--- src/rtl/psr_pkg.sv ---
package psr_pkg;
  typedef enum logic [2:0] {
    ST_OFF   = 3'd0,
    ST_IDLE  = 3'd1,
    ST_ENTER = 3'd2,
    ST_LIVE  = 3'd3,
    ST_SFU   = 3'd4,
    ST_EXIT  = 3'd5
  } psr_state_e;

  // Idle frames required before entry: the programmed count, never below the floor.
  function automatic int idle_threshold(int prog, int floor_v);
    return (prog > floor_v) ? prog : floor_v;
  endfunction

  function automatic logic is_transit(psr_state_e s);
    return (s == ST_ENTER) || (s == ST_EXIT);
  endfunction

  function automatic logic is_live(psr_state_e s);
    return (s == ST_LIVE) || (s == ST_SFU);
  endfunction
endpackage

--- src/rtl/psr_ctl_regs.sv ---
module psr_ctl_regs (
  input  logic clk,
  input  logic rst_n,
  input  logic en_set,
  input  logic entry_set,
  input  logic entry_clr,
  input  logic sfu_set,
  input  logic dis_req,
  input  logic dis_go,
  input  logic sfu_done,
  output logic en_q,
  output logic entry_q,
  output logic sfu_q,
  output logic dis_pend
);
  always_ff @(posedge clk) begin
    if (!rst_n) begin
      en_q     <= 1'b0;
      entry_q  <= 1'b0;
      sfu_q    <= 1'b0;
      dis_pend <= 1'b0;
    end else if (dis_go) begin
      en_q     <= 1'b0;
      entry_q  <= 1'b0;
      sfu_q    <= 1'b0;
      dis_pend <= 1'b0;
    end else begin
      if (en_set) en_q <= 1'b1;
      if (entry_set && en_q) entry_q <= 1'b1;
      else if (entry_clr)    entry_q <= 1'b0;
      if (sfu_done)              sfu_q <= 1'b0;
      else if (sfu_set && en_q)  sfu_q <= 1'b1;
      if (dis_req) dis_pend <= 1'b1;
    end
  end
endmodule

--- src/rtl/psr_frame_cnt.sv ---
module psr_frame_cnt #(
  parameter int IDLE_W       = 4,
  parameter int IDLE_MIN     = 6,
  parameter int ENTRY_FRAMES = 2,
  parameter int EXIT_FRAMES  = 2
) (
  input  logic              clk,
  input  logic              rst_n,
  input  logic              vblank,
  input  logic [IDLE_W-1:0] idle_prog,
  input  psr_pkg::psr_state_e state,
  input  logic              state_chg,
  output logic              idle_met,
  output logic              phase_done
);
  import psr_pkg::*;
  localparam int PH_MAX = (ENTRY_FRAMES > EXIT_FRAMES) ? ENTRY_FRAMES : EXIT_FRAMES;
  localparam int PH_W   = $clog2(PH_MAX + 1);

  logic [IDLE_W-1:0] idle_cnt;
  logic [IDLE_W-1:0] thresh;
  logic [PH_W-1:0]   ph_cnt;
  logic [PH_W-1:0]   ph_last;

  assign thresh  = IDLE_W'(idle_threshold(int'(idle_prog), IDLE_MIN));
  assign idle_met = (idle_cnt >= thresh);
  assign ph_last = (state == ST_ENTER) ? PH_W'(ENTRY_FRAMES - 1) : PH_W'(EXIT_FRAMES - 1);
  assign phase_done = vblank && is_transit(state) && (ph_cnt == ph_last);

  always_ff @(posedge clk) begin
    if (!rst_n) begin
      idle_cnt <= '0;
    end else if (state != ST_IDLE) begin
      idle_cnt <= '0;
    end else if (vblank && !idle_met) begin
      idle_cnt <= idle_cnt + 1'b1;
    end
  end

  always_ff @(posedge clk) begin
    if (!rst_n || state_chg) begin
      ph_cnt <= '0;
    end else if (vblank && is_transit(state)) begin
      ph_cnt <= ph_cnt + 1'b1;
    end
  end
endmodule

--- src/rtl/psr_next_state.sv ---
module psr_next_state (
  input  psr_pkg::psr_state_e state,
  input  logic en_q,
  input  logic entry_q,
  input  logic sfu_q,
  input  logic dis_pend,
  input  logic vblank,
  input  logic idle_met,
  input  logic phase_done,
  output psr_pkg::psr_state_e state_n,
  output logic dis_go
);
  import psr_pkg::*;
  assign dis_go = dis_pend && !is_transit(state);

  always_comb begin
    state_n = state;
    if (dis_go) begin
      state_n = ST_OFF;
    end else begin
      unique case (state)
        ST_OFF:   if (en_q) state_n = ST_IDLE;
        ST_IDLE:  if (entry_q && idle_met) state_n = ST_ENTER;
        ST_ENTER: if (phase_done) state_n = ST_LIVE;
        ST_LIVE:  if (!entry_q) state_n = ST_EXIT;
                  else if (sfu_q && vblank) state_n = ST_SFU;
        ST_SFU:   if (!entry_q) state_n = ST_EXIT;
                  else if (vblank) state_n = ST_LIVE;
        ST_EXIT:  if (phase_done) state_n = ST_IDLE;
        default:  state_n = ST_OFF;
      endcase
    end
  end
endmodule

--- src/rtl/psr_src_fsm.sv ---
module psr_src_fsm #(
  parameter int IDLE_W       = 4,
  parameter int IDLE_MIN     = 6,
  parameter int ENTRY_FRAMES = 2,
  parameter int EXIT_FRAMES  = 2
) (
  input  logic              clk,
  input  logic              rst_n,
  input  logic              en_set,
  input  logic              entry_set,
  input  logic              entry_clr,
  input  logic              sfu_set,
  input  logic              dis_req,
  input  logic              vblank,
  input  logic [IDLE_W-1:0] idle_prog,
  output logic [2:0]        cur_state,
  output logic              in_trans,
  output logic              active,
  output logic              wake_req,
  output logic              sfu_pending
);
  import psr_pkg::*;

  psr_state_e state, state_n;
  logic en_q, entry_q, sfu_q, dis_pend;
  logic dis_go, idle_met, phase_done;
  logic state_chg, sfu_done, leave_live;

  assign state_chg  = (state_n != state);
  assign sfu_done   = (state == ST_SFU) && vblank;
  assign leave_live = is_live(state) && !is_live(state_n);

  psr_ctl_regs u_ctl (
    .clk, .rst_n, .en_set, .entry_set, .entry_clr, .sfu_set, .dis_req,
    .dis_go, .sfu_done, .en_q, .entry_q, .sfu_q, .dis_pend
  );

  psr_frame_cnt #(
    .IDLE_W(IDLE_W), .IDLE_MIN(IDLE_MIN),
    .ENTRY_FRAMES(ENTRY_FRAMES), .EXIT_FRAMES(EXIT_FRAMES)
  ) u_cnt (
    .clk, .rst_n, .vblank, .idle_prog, .state, .state_chg, .idle_met, .phase_done
  );

  psr_next_state u_nxt (
    .state, .en_q, .entry_q, .sfu_q, .dis_pend, .vblank, .idle_met,
    .phase_done, .state_n, .dis_go
  );

  always_ff @(posedge clk) begin
    if (!rst_n) begin
      state    <= ST_OFF;
      wake_req <= 1'b0;
    end else begin
      state    <= state_n;
      wake_req <= leave_live;
    end
  end

  assign cur_state   = state;
  assign in_trans    = is_transit(state);
  assign active      = is_live(state);
  assign sfu_pending = sfu_q;
endmodule

--- config.mk ---
export PLATFORM = sky130hd
export DESIGN_NAME = psr_src_fsm
export DESIGN_NICKNAME = d
export VERILOG_FILES = /design/src/rtl/psr_pkg.sv /design/src/rtl/psr_ctl_regs.sv /design/src/rtl/psr_frame_cnt.sv /design/src/rtl/psr_next_state.sv /design/src/rtl/psr_src_fsm.sv
export SDC_FILE = /design/constraint.sdc
export NUM_CORES = 1
export LEC_CHECK = 0
export BUFFER_PORTS_ARGS = -buffer_cell sky130_fd_sc_hd__buf_4
export CAP_MARGIN = 20
export CORE_UTILIZATION = 55
export DETAILED_ROUTE_END_ITERATION = 7
export GPL_TIMING_DRIVEN = 0
export HOLD_SLACK_MARGIN = 0.15
export PLACE_DENSITY = 0.85
export SYNTH_ARGS = -nofsm -noshare
export SYNTH_HDL_FRONTEND = slang
export SYNTH_SLANG_ARGS = --single-unit
--- constraint.sdc ---
create_clock -name clk -period 3.4 [get_ports clk]
set_input_delay 0.51 -clock clk [delete_from_list [all_inputs] [get_ports clk]]
set_output_delay 0.51 -clock clk [all_outputs]
set_load 0.03 [all_outputs]
==> impl_metrics.tcl <==
set metrics [dict create \
    syn_nets 137 \
    synth.top_cell.area_share 0.2821 \
    grt_pass1_wl_um 3808 \
    via_count 942 \
    syn_inst 119 \
    arrival_ps 2640 \
    synth-main-ff-cell "dfxtp_1" \
    path_cells "buf_4 > a21oi_1 > nor2b_1 > ha_1 > nand2b_4 > a2111oi_4 > nor3_1 > a311oi_1 > a2bb2oi_1 > o22ai_1" \
    fin_setup_tns_ps 0 \
    clk_latency_ps 290 \
    vias_per_cell 5.744 \
    drt_wl_total_um 2165 \
    finalWeightedCongestion 0.8974 \
    coreArea_sq_mm 0.001594 \
    ios 19 \
    dieArea_sq_mm 0.001980 \
    initialDrtViolationCount 24 \
    postPlaceCellArea_sq_mm 0.001151 \
    grt_overflow_total 0 \
    drv_slew 0 \
    clock_skew_ps 4.181 \
    clk_pin_slew_worst_paths_ps 90 \
    worstHoldEndpoint "u_ctl.en_q" \
    clkSinkCount 14 \
    rr_startpoint "u_cnt.idle_cnt[0]" \
    crit_slowest_cell "a311oi_1" \
    setup_viol 0 \
    num_antenna_cells 0 \
    die_w_um 44.50 \
    vdd_drop_max_uv 223.7 \
    ctsResizeCount 0 \
    pre_cts_slack_ps 632.7 \
    drc_errors 0 \
    grt_antenna_before_repair 0 \
    cp-start-kind "input port" \
    avgSynthCellArea_sq_um 8.348 \
    hp-start "en_set" \
    initial_core_util 0.6232 \
    worstSetupEndpointType "flop" \
    path_class "in -> reg" \
    crit_fanout 4 \
    rsz0062_at_grt "no" \
    synthArstFlopShare 0 \
    max_slew_margin 0.6256 \
    min_path_type "in -> reg" \
    fin_crit_ps 2464 \
    synth_edf_count 0 \
    rr_worst_depth 8 \
    cts_buffers 3 \
    yosysWarnings 0 \
    fin_area_sq_mm 0.001187 \
    drt_first_pass_iters 4 \
    syn_area_sq_um 993.5 \
    reg2reg_slack_ps 1020 \
    fp.dieH_um 44.50 \
    whs_path_depth 3 \
    num_rows 14 \
    r2r-end "u_cnt.ph_cnt[1]" \
    fmax_ghz 0.4058 \
    drive_above_1_share 0.2214 \
    yosysTopAreaCell "dfxtp_1" \
    areaGrowthSynthToFinish_pct 19.52 \
    cap_violations 0 \
    worst_pin_slew_ps 557.8 \
    post_cts_buffers 0 \
    clockBufferDepth 2 \
    dp_hpwl_um 1711 \
    port_buffers 17 \
    synth_cell_types 36 \
    fin_ws_ps 935.8 \
    power_density_mw_per_mm2 318.7 \
    cts_hold_buf 0 \
    fin_nets 159 \
    grt_pass1_vias 899 \
    slowest_delay_ps 480 \
    ys_ff_latch 14 \
    hold_violations 0 \
    avgRoutedWirePerCell_um 13.20 \
    grt_usage 0.2635 \
    root_buffer "clkbuf_4" \
    cts_tree "yes" \
    h-tree-depth 1 \
    p_leak_uw 0.0004853 \
    period_share 0.7248 \
    cp.required_ps 3580 \
    grt_max_degree 11 \
    synth_area_leaders "dfxtp_1 (28%), nor2_1 (7.9%), ha_1 (7.6%), mux2i_1 (4.0%), a21oi_1 (3.5%)" \
    ys_seq_area_frac 0.2821 \
    status "complete, no violations" \
    ant_nets 0 \
]
registers in the layout, indices dropped and copies added, names as in the netlist:
signal	flops
cur_state	3
u_cnt.idle_cnt	4
u_cnt.ph_cnt	2
u_ctl.dis_pend	1
u_ctl.en_q	1
u_ctl.entry_q	1
u_ctl.sfu_q	1
wake_req	1
layout by cell type (no fill, tap or decap):
cell	netlist	layout
a22o_4	1	1
buf_4	0	17
o22ai_1	3	3
nor3_1	2	2
o21bai_1	1	1
nor2b_4	1	1
o21ai_0	6	6
a311oi_1	2	2
dfxtp_1	14	14
o211ai_1	1	1
clkbuf_8	1	2
o31ai_1	1	1
a31oi_1	1	1
or2b_1	1	1
nand2_1	8	8
xnor2_1	4	4
nor3b_1	2	2
o21a_1	1	1
a221o_1	1	1
o211a_1	1	1
buf_6	3	3
a2111oi_4	1	1
nand4b_1	1	1
nand3b_1	2	2
clkbuf_4	0	3
or2b_2	1	1
nor2_1	21	21
nor2b_1	3	3
or3_1	1	1
ha_1	6	6
a2bb2oi_1	2	2
mux2i_1	4	4
o21ai_1	1	1
a21oi_1	7	7
inv_1	7	7
nand3_1	5	5
o22ai_2	1	1
nand2b_4	1	1
logic make-up (layout without fill, tap and decap cells):
logic type	count (synthesis)	after routing	share of synthesized area
muxes	4	4	0.04030
buffers and inverters	11	32	0.07431
DFF	14	14	0.2821
xor gates and xnor gates	4	4	0.03526
and+or+nand+nor	49	49	0.2531
adders and majority gates	6	6	0.07556
AOI/OAI and AO/OA	31	31	0.2393
layer usage:
metal	track usage	vias up	wire, um
met3	0.05714	6	119
met4	0.1455	0	52
met1	0.3151	436	906
met2	0.4353	33	1087
met5	0	-	0
li1	-	467	-
Yosys cell counts, types with 3 or more instances:
cell     count
nand3_1      5
dfxtp_1     14
o22ai_1      3
nand2_1      8
inv_1        7
nor2b_1      3
o21ai_0      6
a21oi_1      7
buf_6        3
ha_1         6
xnor2_1      4
mux2i_1      4
nor2_1      21
layout make-up:
class	instances	area, sq um
timing repair buffer	17	127.6
inverter	7	26.28
buffer	4	47.55
clock buffer	4	36.28
multi-input combinational	94	639.4
fill	123	406.6
tap	24	30.03
sequential	14	280.3
worst max path at each step:
stage,cells after the start,start,to
3_3_place_gp,10,idle_prog[2],u_cnt.ph_cnt[1]
6_report,10,idle_prog[2],u_cnt.ph_cnt[1]
2_1_floorplan,9,idle_prog[2],u_cnt.ph_cnt[0]
5_1_grt,10,idle_prog[2],u_cnt.ph_cnt[0]
3_5_place_dp,10,idle_prog[2],u_cnt.ph_cnt[1]
4_1_cts,10,idle_prog[2],u_cnt.ph_cnt[1]
critical path, delay by kind of cell:
kind	cells	cell delay, ps
AOI/OAI and AO/OA	5	1410
and+or+nand+nor	3	350
adders and majority gates	1	260
buffers and inverters	1	110
stage by stage:
step / hold WS, ps / utilization / cells / total power (uW)
final: 412.0 / 0.7449 / 164 / 378.4
after global routing: 427.8 / 0.7449 / 164 / 395.1
after CTS: 415.5 / 0.7449 / 164 / 379.3
after detailed placement: 494.7 / 0.7221 / 160 / 256.8
after global placement: 476.8 / 0.7221 / 160 / 254.8
after floorplan: 462.4 / - / 119 / 232.2
report_power, final:
| part | switching [uW] | internal [uW] |
|---|---|---|
| Clock | 59.0 | 65.4 |
| Sequential | 7.07 | 169 |
| Combinational | 41.4 | 36.5 |
| Total | 107 | 271 |
(Power assumes the default switching activity.)
